`config.mk`:
```
export PLATFORM = sky130hd
export DESIGN_NAME = vliw_packet_framer
export DESIGN_NICKNAME = d
export VERILOG_FILES = /design/src/rtl/pfr_pkg.sv /design/src/rtl/pfr_classify.sv /design/src/rtl/pfr_merge.sv /design/src/rtl/pfr_collect.sv /design/src/rtl/vliw_packet_framer.sv
export SDC_FILE = /design/constraint.sdc
export NUM_CORES = 1
export LEC_CHECK = 0
export ABC_AREA = 1
export BUFFER_PORTS_ARGS = -buffer_cell sky130_fd_sc_hd__buf_4
export CAP_MARGIN = 0
export CORE_ASPECT_RATIO = 1.1
export CORE_MARGIN = 3
export CORE_UTILIZATION = 55
export DETAILED_ROUTE_END_ITERATION = 16
export GPL_ROUTABILITY_DRIVEN = 0
export PLACE_DENSITY = 0.77
export SYNTH_ARGS = -nofsm -noshare
export SYNTH_HDL_FRONTEND = slang
export SYNTH_SLANG_ARGS = --single-unit
```
`constraint.sdc`:
```
create_clock -name clk -period 2.2 [get_ports clk]
set_input_delay 0.22 -clock clk [delete_from_list [all_inputs] [get_ports clk]]
set_output_delay 0.22 -clock clk [all_outputs]
set_load 0.01 [all_outputs]
```
`src/rtl/pfr_pkg.sv`:
```
package pfr_pkg;

  localparam int PARSE_HI = 15;
  localparam int PARSE_LO = 14;

  typedef enum logic [1:0] {
    PF_PAIR = 2'b00,
    PF_MID  = 2'b01,
    PF_LOOP = 2'b10,
    PF_LAST = 2'b11
  } parse_e;

  typedef struct packed {
    logic closes;
    logic duplex;
    logic marker;
  } wclass_t;

endpackage

```
`src/rtl/pfr_classify.sv`:
```
module pfr_classify
  import pfr_pkg::*;
#(
  parameter int WORD_W = 32
) (
  input  logic [WORD_W-1:0] word,
  output wclass_t           cls
);
  parse_e pf;

  always_comb begin
    pf         = parse_e'(word[PARSE_HI:PARSE_LO]);
    cls.closes = (pf == PF_LAST) || (pf == PF_PAIR);
    cls.duplex = (pf == PF_PAIR);
    cls.marker = (pf == PF_LOOP);
  end
endmodule

```
`src/rtl/pfr_merge.sv`:
```
module pfr_merge #(
  parameter int WORD_W   = 32,
  parameter int FIELD_W  = 14,
  parameter int KEEP_LOW = 6,
  parameter int UPPER_LO = 16
) (
  input  logic [WORD_W-1:0] word,
  input  logic              pend,
  input  logic [WORD_W-1:0] pend_val,
  output logic [WORD_W-1:0] imm,
  output logic [WORD_W-1:0] ext_val
);
  localparam int HI_W = WORD_W - KEEP_LOW - FIELD_W;

  always_comb begin
    ext_val = {word[UPPER_LO+HI_W-1:UPPER_LO], word[FIELD_W-1:0], {KEEP_LOW{1'b0}}};
    if (pend) begin
      imm = pend_val | {{(WORD_W-KEEP_LOW){1'b0}}, word[KEEP_LOW-1:0]};
    end else begin
      imm = {{(WORD_W-FIELD_W){1'b0}}, word[FIELD_W-1:0]};
    end
  end
endmodule

```
`src/rtl/pfr_collect.sv`:
```
module pfr_collect
  import pfr_pkg::*;
#(
  parameter int WORD_W    = 32,
  parameter int MAX_SLOTS = 4
) (
  input  logic                              clk,
  input  logic                              rst_n,
  input  logic                              acc,
  input  wclass_t                           cls,
  input  logic                              is_ext,
  input  logic [WORD_W-1:0]                 merged_imm,
  input  logic [WORD_W-1:0]                 word_ext_val,
  input  logic                              drain,
  output logic                              pend_q,
  output logic [WORD_W-1:0]                 pend_val_q,
  output logic                              o_valid,
  output logic                              o_incomplete,
  output logic                              o_error,
  output logic [$clog2(2*MAX_SLOTS+2)-1:0]  o_words,
  output logic [$clog2(2*MAX_SLOTS+2)+1:0]  o_bytes,
  output logic [$clog2(MAX_SLOTS+1)-1:0]    o_insns,
  output logic [MAX_SLOTS-1:0][WORD_W-1:0]  o_imm,
  output logic [MAX_SLOTS-1:0]              o_ext,
  output logic                              o_duplex,
  output logic                              o_loop0,
  output logic                              o_loop1
);
  localparam int MAX_WORDS = 2 * MAX_SLOTS + 1;
  localparam int CNT_W     = $clog2(MAX_WORDS + 1);
  localparam int SLOT_W    = $clog2(MAX_SLOTS + 1);
  localparam int BYTE_W    = CNT_W + 2;

  // collection state
  logic [CNT_W-1:0]                 words_q, words_n;
  logic [SLOT_W-1:0]                insns_q, insns_n;
  logic [MAX_SLOTS-1:0][WORD_W-1:0] imm_q, imm_n;
  logic [MAX_SLOTS-1:0]             xf_q, xf_n;
  logic                             pend_n;
  logic [WORD_W-1:0]                pend_val_n;
  logic                             mark0_q, mark0_n, mark1_q, mark1_n;

  // close decision
  logic close, err, incomp;

  always_comb begin
    words_n    = words_q;
    insns_n    = insns_q;
    imm_n      = imm_q;
    xf_n       = xf_q;
    pend_n     = pend_q;
    pend_val_n = pend_val_q;
    mark0_n    = mark0_q;
    mark1_n    = mark1_q;
    close      = 1'b0;
    err        = 1'b0;
    incomp     = 1'b0;
    if (acc) begin
      words_n = words_q + CNT_W'(1);
      if (words_q == CNT_W'(0)) mark0_n = cls.marker;
      if (words_q == CNT_W'(1)) mark1_n = cls.marker;
      if (is_ext) begin
        if (pend_q) begin
          close = 1'b1;
          err   = 1'b1;
        end else begin
          pend_n     = 1'b1;
          pend_val_n = word_ext_val;
        end
      end else if (insns_q == SLOT_W'(MAX_SLOTS)) begin
        close = 1'b1;
        err   = 1'b1;
      end else begin
        for (int s = 0; s < MAX_SLOTS; s++) begin
          if (insns_q == SLOT_W'(s)) begin
            imm_n[s] = merged_imm;
            xf_n[s]  = pend_q;
          end
        end
        pend_n  = 1'b0;
        insns_n = insns_q + SLOT_W'(1);
        close   = cls.closes;
      end
    end else if (drain && (words_q != CNT_W'(0))) begin
      close  = 1'b1;
      incomp = 1'b1;
    end
  end

  // descriptor next values
  logic [CNT_W-1:0]                 ow_n;
  logic [SLOT_W-1:0]                oi_n;
  logic [MAX_SLOTS-1:0][WORD_W-1:0] oimm_n;
  logic [MAX_SLOTS-1:0]             oxf_n;
  logic                             odup_n, ol0_n, ol1_n;

  always_comb begin
    ow_n   = incomp ? '0 : words_n;
    oi_n   = incomp ? '0 : insns_n;
    oimm_n = incomp ? '0 : imm_n;
    oxf_n  = incomp ? '0 : xf_n;
    odup_n = !incomp && !err && !is_ext && cls.duplex;
    ol0_n  = !incomp && mark0_n && (words_n >= CNT_W'(2));
    ol1_n  = !incomp && mark1_n && (words_n >= CNT_W'(3));
  end

  // collection registers, cleared on close
  always_ff @(posedge clk or negedge rst_n) begin
    if (!rst_n) begin
      words_q    <= '0;
      insns_q    <= '0;
      imm_q      <= '0;
      xf_q       <= '0;
      pend_q     <= 1'b0;
      pend_val_q <= '0;
      mark0_q    <= 1'b0;
      mark1_q    <= 1'b0;
    end else if (close) begin
      words_q    <= '0;
      insns_q    <= '0;
      imm_q      <= '0;
      xf_q       <= '0;
      pend_q     <= 1'b0;
      pend_val_q <= '0;
      mark0_q    <= 1'b0;
      mark1_q    <= 1'b0;
    end else if (acc) begin
      words_q    <= words_n;
      insns_q    <= insns_n;
      imm_q      <= imm_n;
      xf_q       <= xf_n;
      pend_q     <= pend_n;
      pend_val_q <= pend_val_n;
      mark0_q    <= mark0_n;
      mark1_q    <= mark1_n;
    end
  end

  always_ff @(posedge clk or negedge rst_n) begin
    if (!rst_n) o_valid <= 1'b0;
    else        o_valid <= close;
  end

  // descriptor registers, enabled on close
  always_ff @(posedge clk or negedge rst_n) begin
    if (!rst_n) begin
      o_incomplete <= 1'b0;
      o_error      <= 1'b0;
      o_words      <= '0;
      o_bytes      <= '0;
      o_insns      <= '0;
      o_imm        <= '0;
      o_ext        <= '0;
      o_duplex     <= 1'b0;
      o_loop0      <= 1'b0;
      o_loop1      <= 1'b0;
    end else if (close) begin
      o_incomplete <= incomp;
      o_error      <= err;
      o_words      <= ow_n;
      o_bytes      <= {ow_n, 2'b00};
      o_insns      <= oi_n;
      o_imm        <= oimm_n;
      o_ext        <= oxf_n;
      o_duplex     <= odup_n;
      o_loop0      <= ol0_n;
      o_loop1      <= ol1_n;
    end
  end


  end_close_chk: assert property (@(posedge clk) disable iff (!rst_n)
    (acc && !is_ext && cls.closes && (insns_q < SLOT_W'(MAX_SLOTS))) |=> o_valid);

  valid_pulse_chk: assert property (@(posedge clk) disable iff (!rst_n)
    o_valid |=> !o_valid);

  loop1_len_chk: assert property (@(posedge clk) disable iff (!rst_n)
    (o_valid && o_loop1) |-> (o_words >= CNT_W'(3)));

  slot_count_chk: assert property (@(posedge clk) disable iff (!rst_n)
    o_valid |-> ((o_insns <= SLOT_W'(MAX_SLOTS)) && (CNT_W'(o_insns) <= o_words)));

  incomplete_chk: assert property (@(posedge clk) disable iff (!rst_n)
    (o_valid && o_incomplete) |-> ((o_words == '0) && !o_loop0 && !o_loop1));

  byte_size_chk: assert property (@(posedge clk) disable iff (!rst_n)
    o_valid |-> (o_bytes == BYTE_W'(o_words) * BYTE_W'(4)));
endmodule

```
`src/rtl/vliw_packet_framer.sv`:
```
module vliw_packet_framer
  import pfr_pkg::*;
#(
  parameter int WORD_W    = 32,
  parameter int MAX_SLOTS = 4,
  parameter int FIELD_W   = 14,
  parameter int KEEP_LOW  = 6
) (
  input  logic                                  clk,
  input  logic                                  rst_n,
  input  logic                                  in_valid,
  output logic                                  in_ready,
  input  logic [WORD_W-1:0]                     in_word,
  input  logic                                  in_is_ext,
  input  logic                                  in_drain,
  output logic                                  pkt_valid,
  output logic                                  pkt_incomplete,
  output logic                                  pkt_error,
  output logic [$clog2(2*MAX_SLOTS+2)-1:0]      pkt_words,
  output logic [$clog2(2*MAX_SLOTS+2)+1:0]      pkt_bytes,
  output logic [$clog2(MAX_SLOTS+1)-1:0]        pkt_insns,
  output logic [MAX_SLOTS*WORD_W-1:0]           pkt_imm,
  output logic [MAX_SLOTS-1:0]                  pkt_ext,
  output logic                                  pkt_duplex,
  output logic                                  pkt_endloop0,
  output logic                                  pkt_endloop1
);
  wclass_t                          cls;
  logic                             acc;
  logic                             pend;
  logic [WORD_W-1:0]                pend_val, merged, wext;
  logic [MAX_SLOTS-1:0][WORD_W-1:0] imm_arr;

  assign in_ready = !pkt_valid;
  assign acc      = in_valid && in_ready;
  assign pkt_imm  = imm_arr;

  pfr_classify #(.WORD_W(WORD_W)) u_cls (
    .word (in_word),
    .cls  (cls)
  );

  pfr_merge #(
    .WORD_W  (WORD_W),
    .FIELD_W (FIELD_W),
    .KEEP_LOW(KEEP_LOW),
    .UPPER_LO(PARSE_HI + 1)
  ) u_merge (
    .word     (in_word),
    .pend     (pend),
    .pend_val (pend_val),
    .imm      (merged),
    .ext_val  (wext)
  );

  pfr_collect #(.WORD_W(WORD_W), .MAX_SLOTS(MAX_SLOTS)) u_col (
    .clk          (clk),
    .rst_n        (rst_n),
    .acc          (acc),
    .cls          (cls),
    .is_ext       (in_is_ext),
    .merged_imm   (merged),
    .word_ext_val (wext),
    .drain        (in_drain),
    .pend_q       (pend),
    .pend_val_q   (pend_val),
    .o_valid      (pkt_valid),
    .o_incomplete (pkt_incomplete),
    .o_error      (pkt_error),
    .o_words      (pkt_words),
    .o_bytes      (pkt_bytes),
    .o_insns      (pkt_insns),
    .o_imm        (imm_arr),
    .o_ext        (pkt_ext),
    .o_duplex     (pkt_duplex),
    .o_loop0      (pkt_endloop0),
    .o_loop1      (pkt_endloop1)
  );
endmodule

```
---- Word level (Yosys, flattened, before mapping) ----
Index checks and enable logic that the tools add are counted.
word-level totals
  output and inout bits ................... 152
  register bits ........................... 319
  logic and storage cells ................. 116
  bits of input ports ..................... 37
operators by class
  add/sub/neg operators ................... 2
  reductions and logical operators ........ 22
  order comparisons ....................... 2
  muxes and demuxes ....................... 56
  equal/unequal tests ..................... 9
  bitwise gates (word level) .............. 1
operators by type and width
  kind                                                               count
  2-to-1 mux 128 bit                                                 6
  2-to-1 mux 32 bit                                                  9
  2-to-1 mux 4 bit                                                   10
  OR 32 x 6 -> 32 bit                                                1
  2-to-1 mux 1 bit                                                   25
  2-to-1 mux 3 bit                                                   6
  logical AND 1 bit                                                  9
  greater-or-equal comparator 4 x 2 -> 1 bit, second input constant  2
  equality test 3 x 2 -> 1 bit, second input constant                2
  adder 4 x 1 -> 4 bit, second input constant                        1
  equality test 2 bit, second input constant                         2
  equality test 4 x 1 -> 1 bit, second input constant                1
  logical NOT 1 bit                                                  4
  logical NOT 4 bit                                                  1
  nonzero test 2 bit                                                 2
  nonzero test 4 bit                                                 1
  adder 3 x 1 -> 3 bit, second input constant                        1
  equality test 3 x 1 -> 1 bit, second input constant                1
  equality test 3 bit, second input constant                         1
  logical NOT 3 bit                                                  1
  != test 3 x 2 -> 1 bit, second input constant                      1
  AND reduction 3 bit                                                1
  logical NOT 2 bit                                                  1
  != test 2 bit, second input constant                               1
  2 further kinds                                                    2

---- Logic depth before layout (Yosys ltp) ----
Gate-level depths: netlist of the first run.
  depth in word-level cells ............... 8
  gate-level depth with buffers ........... 12
  depth with buffers taken out ............ 10

---- Modules after synthesis ----
Synthesis of the first run repeated with hierarchy kept, for this count alone.
second synthesis, totals
  cell total of the unflattened synthesis .. 1,636
  area, all modules ....................... 13,998.4 um2
by module, submodules not included
  module              area an instance (um2)  times used  cells each  seq. area each (um2)
  pfr_collect         13,362.8                1           1,512       7,982.7
  pfr_merge           585.6                   1           116         0.0
  pfr_classify        36.3                    1           5           0.0
  vliw_packet_framer  13.8                    1           3           0.0

---- Worst setup path before layout of the first run ----
Ideal clock, no wire load.
  path kind ............................... flip-flop to flip-flop
  from .................................... register u_col.insns_q[0]
  to ...................................... register u_col.o_bytes[2]
  setup slack ............................. 0.381 ns
  data arrival time ....................... 1.687 ns
  library setup time ...................... 0.132 ns
  required time ........................... 2.068 ns
  path buffers ............................ 3
  clock period less this slack ............ 1.819 ns
  cell stages (with the launch flop) ...... 13
  cell sequence ........................... dfrtp_1 inv_1 ha_1 nand2_1 nand3_1 nand3_4 buf_4 nand2_4 inv_2 buf_6 buf_4 nand2_1 o21ai_1
on the way
  word-level cells in the longest chain between the ends .. 4
RTL lines
  what                    RTL line            RTL
  start, declared         pfr_collect.sv:36   logic [SLOT_W-1:0] insns_q, insns_n;
  start signal, assigned  pfr_collect.sv:129  insns_q <= insns_n;
  equality test 3 bit     pfr_collect.sv:70   end else if (insns_q == SLOT_W'(MAX_SLOTS)) begin
  2-to-1 mux 1 bit        pfr_collect.sv:70
  2-to-1 mux 1 bit        pfr_collect.sv:62   if (is_ext) begin
  2-to-1 mux 1 bit        pfr_collect.sv:58   if (acc) begin
  end signal, assigned    pfr_collect.sv:161  o_bytes <= {ow_n, 2'b00};
  end, declared           pfr_collect.sv:21   output logic [$clog2(2*MAX_SLOTS+2)+1:0] o_bytes,
No other way between the ends.
A chain may end at the register's enable or synchronous reset.

---- Worst setup path in the final report of the first run ----
  from .................................... register u_col.pend_q
  to ...................................... register u_col.o_imm[9] in the netlist's numbering
on the way
  word-level cells in the longest chain between the ends .. 6
  elaborated cells on any way between the ends .. 9
  classes of those cells .................. 9 x mux
RTL lines
  what                    RTL line            RTL
  start, declared         pfr_collect.sv:15   output logic pend_q,
  start signal, assigned  pfr_collect.sv:132  pend_q <= pend_n;
  2-to-1 mux 32 bit       pfr_merge.sv:17     if (pend) begin
  2-to-1 mux 32 bit       pfr_collect.sv:75   if (insns_q == SLOT_W'(s)) begin
  2-to-1 mux 128 bit      pfr_collect.sv:70
  2-to-1 mux 128 bit      pfr_collect.sv:62
  2-to-1 mux 128 bit      pfr_collect.sv:58
  2-to-1 mux 128 bit      pfr_collect.sv:100  oimm_n = incomp ? '0 : imm_n;
  end signal, assigned    pfr_collect.sv:163  o_imm <= oimm_n;
  end, declared           pfr_collect.sv:23   output logic [MAX_SLOTS-1:0][WORD_W-1:0] o_imm,
Several ways; a longest one is shown, not always the timed one.

==> results of run 1 <==
## synth_stat cells
master	n
xor2_1	1
inv_2	5
o211ai_1	1
nand4_1	2
inv_1	100
buf_4	20
nand2_2	1
nor2_8	1
buf_2	32
nor2_1	149
nand2_1	384
nand2_4	1
nor2_4	4
or2_2	8
nand3_4	1
o22ai_1	3
nor2_2	1
ha_1	10
buf_1	1
dfrtp_1	313
clkbuf_2	1
nand3_1	63
buf_6	5
o21ai_0	153
a21oi_1	1
o21bai_1	1
clkbuf_1	32
o21ai_1	118
conb_1	1
## cell type report
cell class | instances | area, um^2 | share of cell area
Antenna cell | 2 | 5.00 | 0.000318
Clock buffer | 42 | 897 | 0.0570
Clock inverter | 12 | 144 | 0.00914
Inverter | 105 | 397 | 0.0252
Multi-Input combinational cell | 905 | 4020 | 0.255
Sequential cell | 313 | 7830 | 0.498
Tap cell | 295 | 369 | 0.0234
Timing Repair Buffer | 243 | 2070 | 0.132
## metrics by stage
step	hold slack [ns]	utilization	worst slack, ns	cells	instance area [um^2]
final	0.0196	0.703	0.0803	1917	15700
after global routing	0.0450	0.703	0.00988	1917	15700
after CTS	0.0000852	0.703	0.160	1915	15700
after detailed placement	0.182	0.644	0.204	1834	14400
after global placement	0.184	0.644	0.244	1834	14400
after floorplan	-0.0756	-	0.381	1414	12700
## sequential cells by signal, indices dropped and copies added, names as in the netlist, 3 cells and up
register / flops
u_col.xf_q: 4
u_col.o_bytes: 4
u_col.o_insns: 3
u_col.o_ext: 4
u_col.imm_q: 128
u_col.words_q: 4
u_col.insns_q: 3
u_col.pend_val_q: 26
u_col.o_imm: 128
## kinds of logic (layout without fill, tap and decap cells)
family,count (synthesis),count (layout)
AOI/OAI and AO/OA,277,277
buffers and inverters,196,402
adders and majority gates,10,10
and+or+nand+nor,615,615
other,1,4
DFF,313,313
xor gates and xnor gates,1,1
## what timing repair did
item | in CTS | in global routing
gates resized for setup | 0 | 1
hold buffers | 27 | 0
setup endpoints to repair | 0 | 1
endpoints found under the hold margin | 93 | 0
buffers inserted | 0 | 0
## final timing paths
check / endpoint / depth (start not counted) / startpoint / slack [ns]
max: u_col.o_imm[9]$_DFFE_PN0P_ / 5 / u_col.pend_q$_DFFE_PN0P_ / 0.08
min: u_col.o_error$_DFFE_PN0P_ / 3 / in_is_ext / 0.02
max reg2reg: u_col.o_imm[9]$_DFFE_PN0P_ / 5 / u_col.pend_q$_DFFE_PN0P_ / 0.08
min reg2reg: u_col.o_imm[64]$_DFFE_PN0P_ / 2 / u_col.o_imm[64]$_DFFE_PN0P_ / 0.49
max in group asynchronous: u_col.o_imm[11]$_DFFE_PN0P_ / 3 / rst_n / 1.27
min in group asynchronous: u_col.o_imm[61]$_DFFE_PN0P_ / 2 / rst_n / 0.19
## worst min-delay path, stage by stage
cell,delay (ns)
buf_4,0.11
o21ai_0,0.08
o21ai_1,0.11
## routing by layer
metal,global-route usage,share of wire,vias to the layer above
met3,0.0637,0.089,55
met4,0.0670,0.021,0
met2,0.429,0.47,433
met1,0.393,0.42,5062
met5,0,0,-
li1,-,-,4827
## power by group through the flow
stage               logic [W]  clock network [W]  registers, W
floorplan             0.00302                  0       0.00782
global placement      0.00537                  0       0.00766
detailed placement    0.00551                  0       0.00770
CTS                   0.00559            0.00544       0.00762
global route          0.00618            0.00568       0.00777
finish                0.00560            0.00538       0.00764
==> results_dict.tcl, run 1 <==
set metrics [dict create \
    antenna_found_initial 2 \
    cp-end-kind "register" \
    crit_required_ns 2.61 \
    critPathSlowestCell "o21ai_0" \
    drv_slew 0 \
    cellPowerDensity_nw_per_um2 1180 \
    synth_area_leaders "dfrtp_1 61%, nand2_1 11%, o21ai_0 6.0%" \
    hpwl_um 22100 \
    area_delta_synth_final_pct 23.6 \
    cts.sinks 313 \
    setup_viol 0 \
    mostFrequentLayoutCell "nand2_1" \
    worstSkewPairLatency_ns 0.55 \
    initial_utilization 0.569 \
    yosys.area_share.simple 0.195 \
    drt_iter0_drc 883 \
    max_stage_delay_ns 0.87 \
    slew_headroom 0.316 \
    final_cell_mix "384 x nand2_1, 313 x dfrtp_1, 201 x buf_4" \
    die_area_um2 25000 \
    nets 1645 \
    layout-drive-gt1-share 0.178 \
    p_int_w 0.0121 \
    path_delay_family "compound AO/OA/AOI/OAI gates" \
    htreeDepth 1 \
    min_period_ns 2.12 \
    firstDrtPassIters 6 \
    avgSynthCellArea_um2 9.02 \
    antenna_left 0 \
    worst_pin_slew_ns 1.02 \
    swShare 0.349 \
    synth.top_cell.area_share 0.615 \
    critical_path_class "reg -> reg" \
    cp_common_cell "o21ai_0" \
    rsz0062_at_grt "false" \
    timing.critical_path.buf_inv 1 \
    hp-class "in -> reg" \
    synth_fa_ha_area_frac 0.00982 \
    hold_viol 0 \
    track_usage 0.274 \
    drc_errors 0 \
    clkTransAtPathRegs_ns 0.07 \
    synthMuxAreaShare 0 \
    synth_seq_cells 313 \
    cts_buffers 30 \
    crit_fanout 12 \
    grt_max_degree 72 \
    power.switching_w 0.00651 \
    root_buffer "clkbuf_16" \
    arrival_ns 2.53 \
    synthXorXnorAreaFrac 0.000687 \
    p_leak_nw 8.03 \
    grt_pass1_vias 10349 \
    synth_compound_area_frac 0.110 \
    maxCapViolations 0 \
    yosys_warnings 0 \
    nFillCells 1717 \
    peakVddDrop_v 0.000727 \
    grt_pass1_wl_um 55200 \
    cp_cell_sequence "inv_1 > o21ai_0 > nand2_1 > o21ai_0 > o21ai_0" \
    syn_inst 1413 \
    critPathLaunchType "register" \
    synth_top_family_by_area "simple AND/OR/NAND/NOR gates" \
    total_power_w 0.0186 \
    synth_top_area_cell "dfrtp_1" \
    die_w_um 151 \
    clock-skew-final_ns 0.0149 \
    core_area_um2 22400 \
    pwr-share-clk 0.289 \
    wl_um 34000 \
    finalCritPeriodShare 0.963 \
    max_freq_ghz 0.472 \
    ys_seq_area_frac 0.615 \
    p_comb_frac 0.301 \
    io_buffers 182 \
    tritoncts "yes" \
    wl_per_cell_um 17.8 \
    tns_ns 0 \
    seq_power_share 0.411 \
    die_y_um 166 \
    overflow 0 \
    status "finished, final reports clean" \
    placementRows 57 \
    viasPerCell 5.41 \
    vias 10377 \
    synth_area_um2 12700 \
    clk_path_buf_depth 3 \
    ios 189 \
    yosysUniqueCellTypes 29 \
]
Power figures use the tool's default switching activity.
==> inputs of run 2 (changes only) <==
- CORE_UTILIZATION: 55 -> 44
- PLACE_DENSITY: 0.77 -> default
==> run 2 against run 1 <==
Net effect:
- wire length is 2.6% higher
- fmax is 4.2% higher
- critical path depth up 2
- hold slack improved by 0.0033 ns
- global-route usage down 5.1 points
- via count down 3.0%
- first-iteration DRC count fell by 3.1%
- count of clock-buffer cells in the layout grew 6
- combinational power hardly changed
- worst setup slack better by 0.086 ns
- largest power group unchanged
==> results_dict.tcl, run 2 (synthesis results as in run 1) <==
set metrics [dict create \
    htreeDepth 1 \
    hp-class "in -> reg" \
    critPathSlowestCell "buf_12" \
    wl_um 34900 \
    firstDrtPassIters 7 \
    arrival_ns 2.43 \
    critical_path_class "reg -> reg" \
    cp-end-kind "register" \
    io_buffers 182 \
    wl_per_cell_um 17.6 \
    clkTransAtPathRegs_ns 0.06 \
    layout-drive-gt1-share 0.178 \
    grt_pass1_vias 9955 \
    setup_viol 0 \
    p_int_w 0.0119 \
    clk_path_buf_depth 3 \
    die_y_um 184 \
    final_cell_mix "383 x nand2_1, 313 x dfrtp_1, 202 x buf_4" \
    tritoncts "yes" \
    max_stage_delay_ns 0.49 \
    clock-skew-final_ns 0.0181 \
    worst_pin_slew_ns 1.04 \
    seq_power_share 0.413 \
    track_usage 0.223 \
    placementRows 64 \
    root_buffer "clkbuf_16" \
    cts_buffers 31 \
    vias 10062 \
    maxCapViolations 0 \
    die_area_um2 31000 \
    ios 189 \
    crit_required_ns 2.60 \
    reg_top3 "u_col.imm_q x128, u_col.o_imm x128, u_col.pend_val_q x26" \
    crit_fanout 143 \
    cp_cell_sequence "inv_1 > ha_1 > nand2_1 > nand3_1 > nand3_4 > buf_12 > o21ai_0" \
    path_delay_family "buffers and inverters" \
    finalCritPeriodShare 0.924 \
    p_comb_frac 0.305 \
    peakVddDrop_v 0.000574 \
    antenna_found_initial 1 \
    viasPerCell 5.06 \
    grt_pass1_wl_um 55500 \
    total_power_w 0.0184 \
    rsz0062_at_grt "false" \
    worstSkewPairLatency_ns 0.56 \
    status "finished, final reports clean" \
    cts_setup_buffers 0 \
    mostFrequentLayoutCell "nand2_1" \
    nets 1648 \
    hold_viol 0 \
    drv_slew 0 \
    cellPowerDensity_nw_per_um2 1170 \
    slew_headroom 0.299 \
    core_area_um2 28200 \
    drt_iter0_drc 856 \
    post-route-util 0.561 \
    die_w_um 168 \
    max_freq_ghz 0.492 \
    grt_max_degree 144 \
    tns_ns 0 \
    antenna_left 0 \
    cts.sinks 313 \
    nFillCells 2631 \
    area_delta_synth_final_pct 24.1 \
    drc_errors 0 \
    critPathLaunchType "register" \
    pwr-share-clk 0.282 \
    min_period_ns 2.03 \
    power.switching_w 0.00651 \
    p_leak_nw 8.01 \
    timing.critical_path.buf_inv 2 \
    swShare 0.353 \
    initial_utilization 0.452 \
    hpwl_um 22500 \
    overflow 0 \
]
-- run 2: metrics by stage --
stage	instances	worst slack, ns	hold slack [ns]	instance area, um^2
floorplan	1414	0.381	-0.0756	12700
global placement	1902	0.204	0.137	14500
detailed placement	1902	0.166	0.144	14500
CTS	1987	0.149	0.000870	15800
global route	1989	0.0248	0.0436	15800
finish	1989	0.166	0.0229	15800
-- run 2: what timing repair did --
item | 4_1_cts | 5_1_grt
hold endpoints to repair | 311 | 0
hold buffers | 28 | 0
endpoints found under the setup margin | 0 | 9
gates resized for setup | 0 | 3
-- run 2: per-layer routing --
metal  vias up  track usage  part of all wire
li1       4844            -                 -
met1      4881        0.332              0.46
met2       290        0.342              0.45
met3        47       0.0393             0.065
met4         0       0.0570             0.022
met5         -            0                 0
-- run 2: worst reg2reg max path: cells and delay by family, from the launching register on --
family | cells | cell delay [ns]
buf+inv | 2 | 0.58
fa+ha+maj | 1 | 0.21
simple gates | 3 | 0.37
flops | 1 | 0.41
compound gates | 1 | 0.31
-- run 2: layout make-up --
| cell class | count | area, um^2 | share of cell area |
|---|---|---|---|
| Multi-Input combinational cell | 905 | 4030 | 0.255 |
| Clock inverter | 9 | 85.1 | 0.00538 |
| Antenna cell | 1 | 2.50 | 0.000158 |
| Sequential cell | 313 | 7830 | 0.495 |
| Timing Repair Buffer | 245 | 2100 | 0.133 |
| Inverter | 105 | 397 | 0.0251 |
| Clock buffer | 48 | 920 | 0.0581 |
| Tap cell | 363 | 454 | 0.0287 |
-- run 2: power groups by stage --
stage | combinational (W) | sequential [W] | clock [W]
floorplan | 0.00302 | 0.00782 | 0
global placement | 0.00545 | 0.00769 | 0
detailed placement | 0.00553 | 0.00771 | 0
finish | 0.00563 | 0.00761 | 0.00519
global route | 0.00627 | 0.00776 | 0.00554
CTS | 0.00559 | 0.00761 | 0.00531
-- run 2: path summary, 6_finish.rpt --
kind	from	endpoint	slack, ns	cells past startpoint
worst max register to register	u_col.insns_q[0]$_DFFE_PN0P_	u_col.o_imm[36]$_DFFE_PN0P_	0.17	7
worst max-delay path	u_col.insns_q[0]$_DFFE_PN0P_	u_col.o_imm[36]$_DFFE_PN0P_	0.17	7
max in group asynchronous	rst_n	u_col.o_bytes[3]$_DFFE_PN0P_	1.31	3
min in group asynchronous	rst_n	u_col.o_imm[58]$_DFFE_PN0P_	0.14	2
worst min register to register	u_col.o_loop0$_DFFE_PN0P_	u_col.o_loop0$_DFFE_PN0P_	0.49	2
worst min-delay path	in_drain	u_col.pend_q$_DFFE_PN0P_	0.02	4
==> inputs of run 3 (changes only) <==
- clock period: 2.2 -> 2.1 ns (I/O delays scaled with it)
==> run 3 against run 2 <==
Net effect:
- first-iteration DRC count fell by 5.6%
- critical path depth rose by 2
- total power rose by 9.5%
- cell count barely moved
- wire length fell by 1.4%
- count of clock-buffer cells in the layout rose by 6
- fmax rose by 2.9%
- critical endpoint is now u_col.imm_q[63]$_DFFE_PN0P_
==> results_dict.tcl, run 3 (synthesis results as in run 1) <==
set metrics [dict create \
    slew_headroom 0.445 \
    min_period_ns 1.98 \
    die_w_um 168 \
    clkTransAtPathRegs_ns 0.06 \
    setup_viol 0 \
    cp-end-kind "register" \
    crit_required_ns 2.47 \
    initial_utilization 0.452 \
    layout-drive-gt1-share 0.181 \
    root_buffer "clkbuf_16" \
    reg2reg_from "u_col.words_q[1]$_DFFE_PN0P_" \
    tritoncts "yes" \
    total_power_w 0.0202 \
    arrival_ns 2.34 \
    dp_slack_ns 0.0204 \
    cts_setup_buffers 0 \
    firstDrtPassIters 5 \
    drc_errors 0 \
    peakVddDrop_v 0.000915 \
    clock-skew-final_ns 0.0100 \
    htreeDepth 2 \
    hold_viol 0 \
    area_delta_synth_final_pct 25.9 \
    min_from "in_word[5]" \
    crit_fanout 102 \
    cellPowerDensity_nw_per_um2 1260 \
    reg_top3 "u_col.imm_q x128, u_col.o_imm x128, u_col.pend_val_q x26" \
    hold_depth 3 \
    overflow 0 \
    post-route-util 0.569 \
    antenna_found_initial 0 \
    grt_pass1_wl_um 55200 \
    grt_max_degree 144 \
    critical_path_class "reg -> reg" \
    viasPerCell 5.01 \
    track_usage 0.222 \
    drt_iter0_drc 808 \
    critPathLaunchType "register" \
    worstSkewPairLatency_ns 0.51 \
    vias 9976 \
    wl_um 34400 \
    ios 189 \
    hpwl_um 22400 \
    hp-class "in -> reg" \
    io_buffers 182 \
    finalCritPeriodShare 0.941 \
    drv_slew 0 \
    worst_pin_slew_ns 0.823 \
    antenna_left 0 \
    r2r_end "u_col.imm_q[63]$_DFFE_PN0P_" \
    hold_end "u_col.pend_val_q[11]$_DFFE_PN0P_" \
    status "finished, final reports clean" \
    nets 1650 \
    grt_pass1_vias 9677 \
    final_cell_mix "383 x nand2_1, 313 x dfrtp_1, 200 x buf_4" \
    p_leak_nw 8.12 \
    setup_ws_ns 0.123 \
    cts.sinks 313 \
    tns_ns 0 \
    wl_per_cell_um 17.3 \
    placementRows 64 \
    maxCapViolations 0 \
    max_freq_ghz 0.506 \
    r2r_cells 9 \
    die_area_um2 31000 \
    mostFrequentLayoutCell "nand2_1" \
    core_area_um2 28200 \
    cts_buffers 34 \
    clk_path_buf_depth 3 \
    die_y_um 184 \
    rsz0062_at_grt "true" \
    rrSetupSlack_ns 0.12 \
    n_antenna_cell 0 \
]
==> run 3: routing by layer <==
| layer | share of wire | up-vias | track usage |
|---|---|---|---|
| li1 | - | 4856 | - |
| met1 | 0.47 | 4850 | 0.336 |
| met2 | 0.46 | 235 | 0.340 |
| met3 | 0.056 | 35 | 0.0418 |
| met4 | 0.016 | 0 | 0.0432 |
| met5 | 0 | - | 0 |
==> run 3: cell type report <==
class,count,area [um^2]
multi-input combinational,905,4030
fill,2593,12100
clock inverter,6,109
tap,363,454
inverter,105,405
sequential,313,7830
clock buffer,54,1080
timing repair buffer,244,2130
==> run 3: metrics by stage <==
stage / hold slack [ns] / cells / area (um^2)
global placement: 0.249 / 1904 / 14600
global route: 0.0160 / 1990 / 16000
floorplan: -0.0856 / 1414 / 12700
finish: 0.0256 / 1990 / 16000
CTS: 0.000156 / 1990 / 16000
detailed placement: 0.256 / 1904 / 14600
==> run 3: worst max-delay path, cell delays in order, from the launching register on <==
cell and delay (ns):
dfrtp_1 0.40, inv_1 0.09, ha_1 0.18, nand2_1 0.11, nand2_1 0.08, nor2_1 0.18
inv_1 0.10, nand2_4 0.13, buf_16 0.34, nor2_1 0.11
==> run 3: power by group <==
group / switching [W] / internal (W)
logic: 0.00382 / 0.00208
clock network: 0.00237 / 0.00389
registers: 0.000682 / 0.00732
total: 0.00688 / 0.0133
==> run 3: timing repair <==
action / in CTS / in global routing
gates resized for setup: 0 / 11
hold endpoints to repair: 91 / 0
endpoints found under the setup margin: 0 / 103
hold buffers: 26 / 0
==> run 3: how the worst max path moves through the flow <==
stage	startpoint	end	slack [ns]
2_1_floorplan	u_col.insns_q[0]$_DFFE_PN0P_	u_col.o_bytes[2]$_DFFE_PN0P_	0.28
3_3_place_gp	u_col.pend_q$_DFFE_PN0P_	u_col.o_imm[10]$_DFFE_PN0P_	0.06
3_5_place_dp	u_col.pend_q$_DFFE_PN0P_	u_col.o_imm[10]$_DFFE_PN0P_	0.02
4_1_cts	u_col.pend_q$_DFFE_PN0P_	u_col.o_imm[10]$_DFFE_PN0P_	0.001
5_1_grt	u_col.insns_q[0]$_DFFE_PN0P_	u_col.o_error$_DFFE_PN0P_	-0.008
6_report	u_col.words_q[1]$_DFFE_PN0P_	u_col.imm_q[63]$_DFFE_PN0P_	0.12
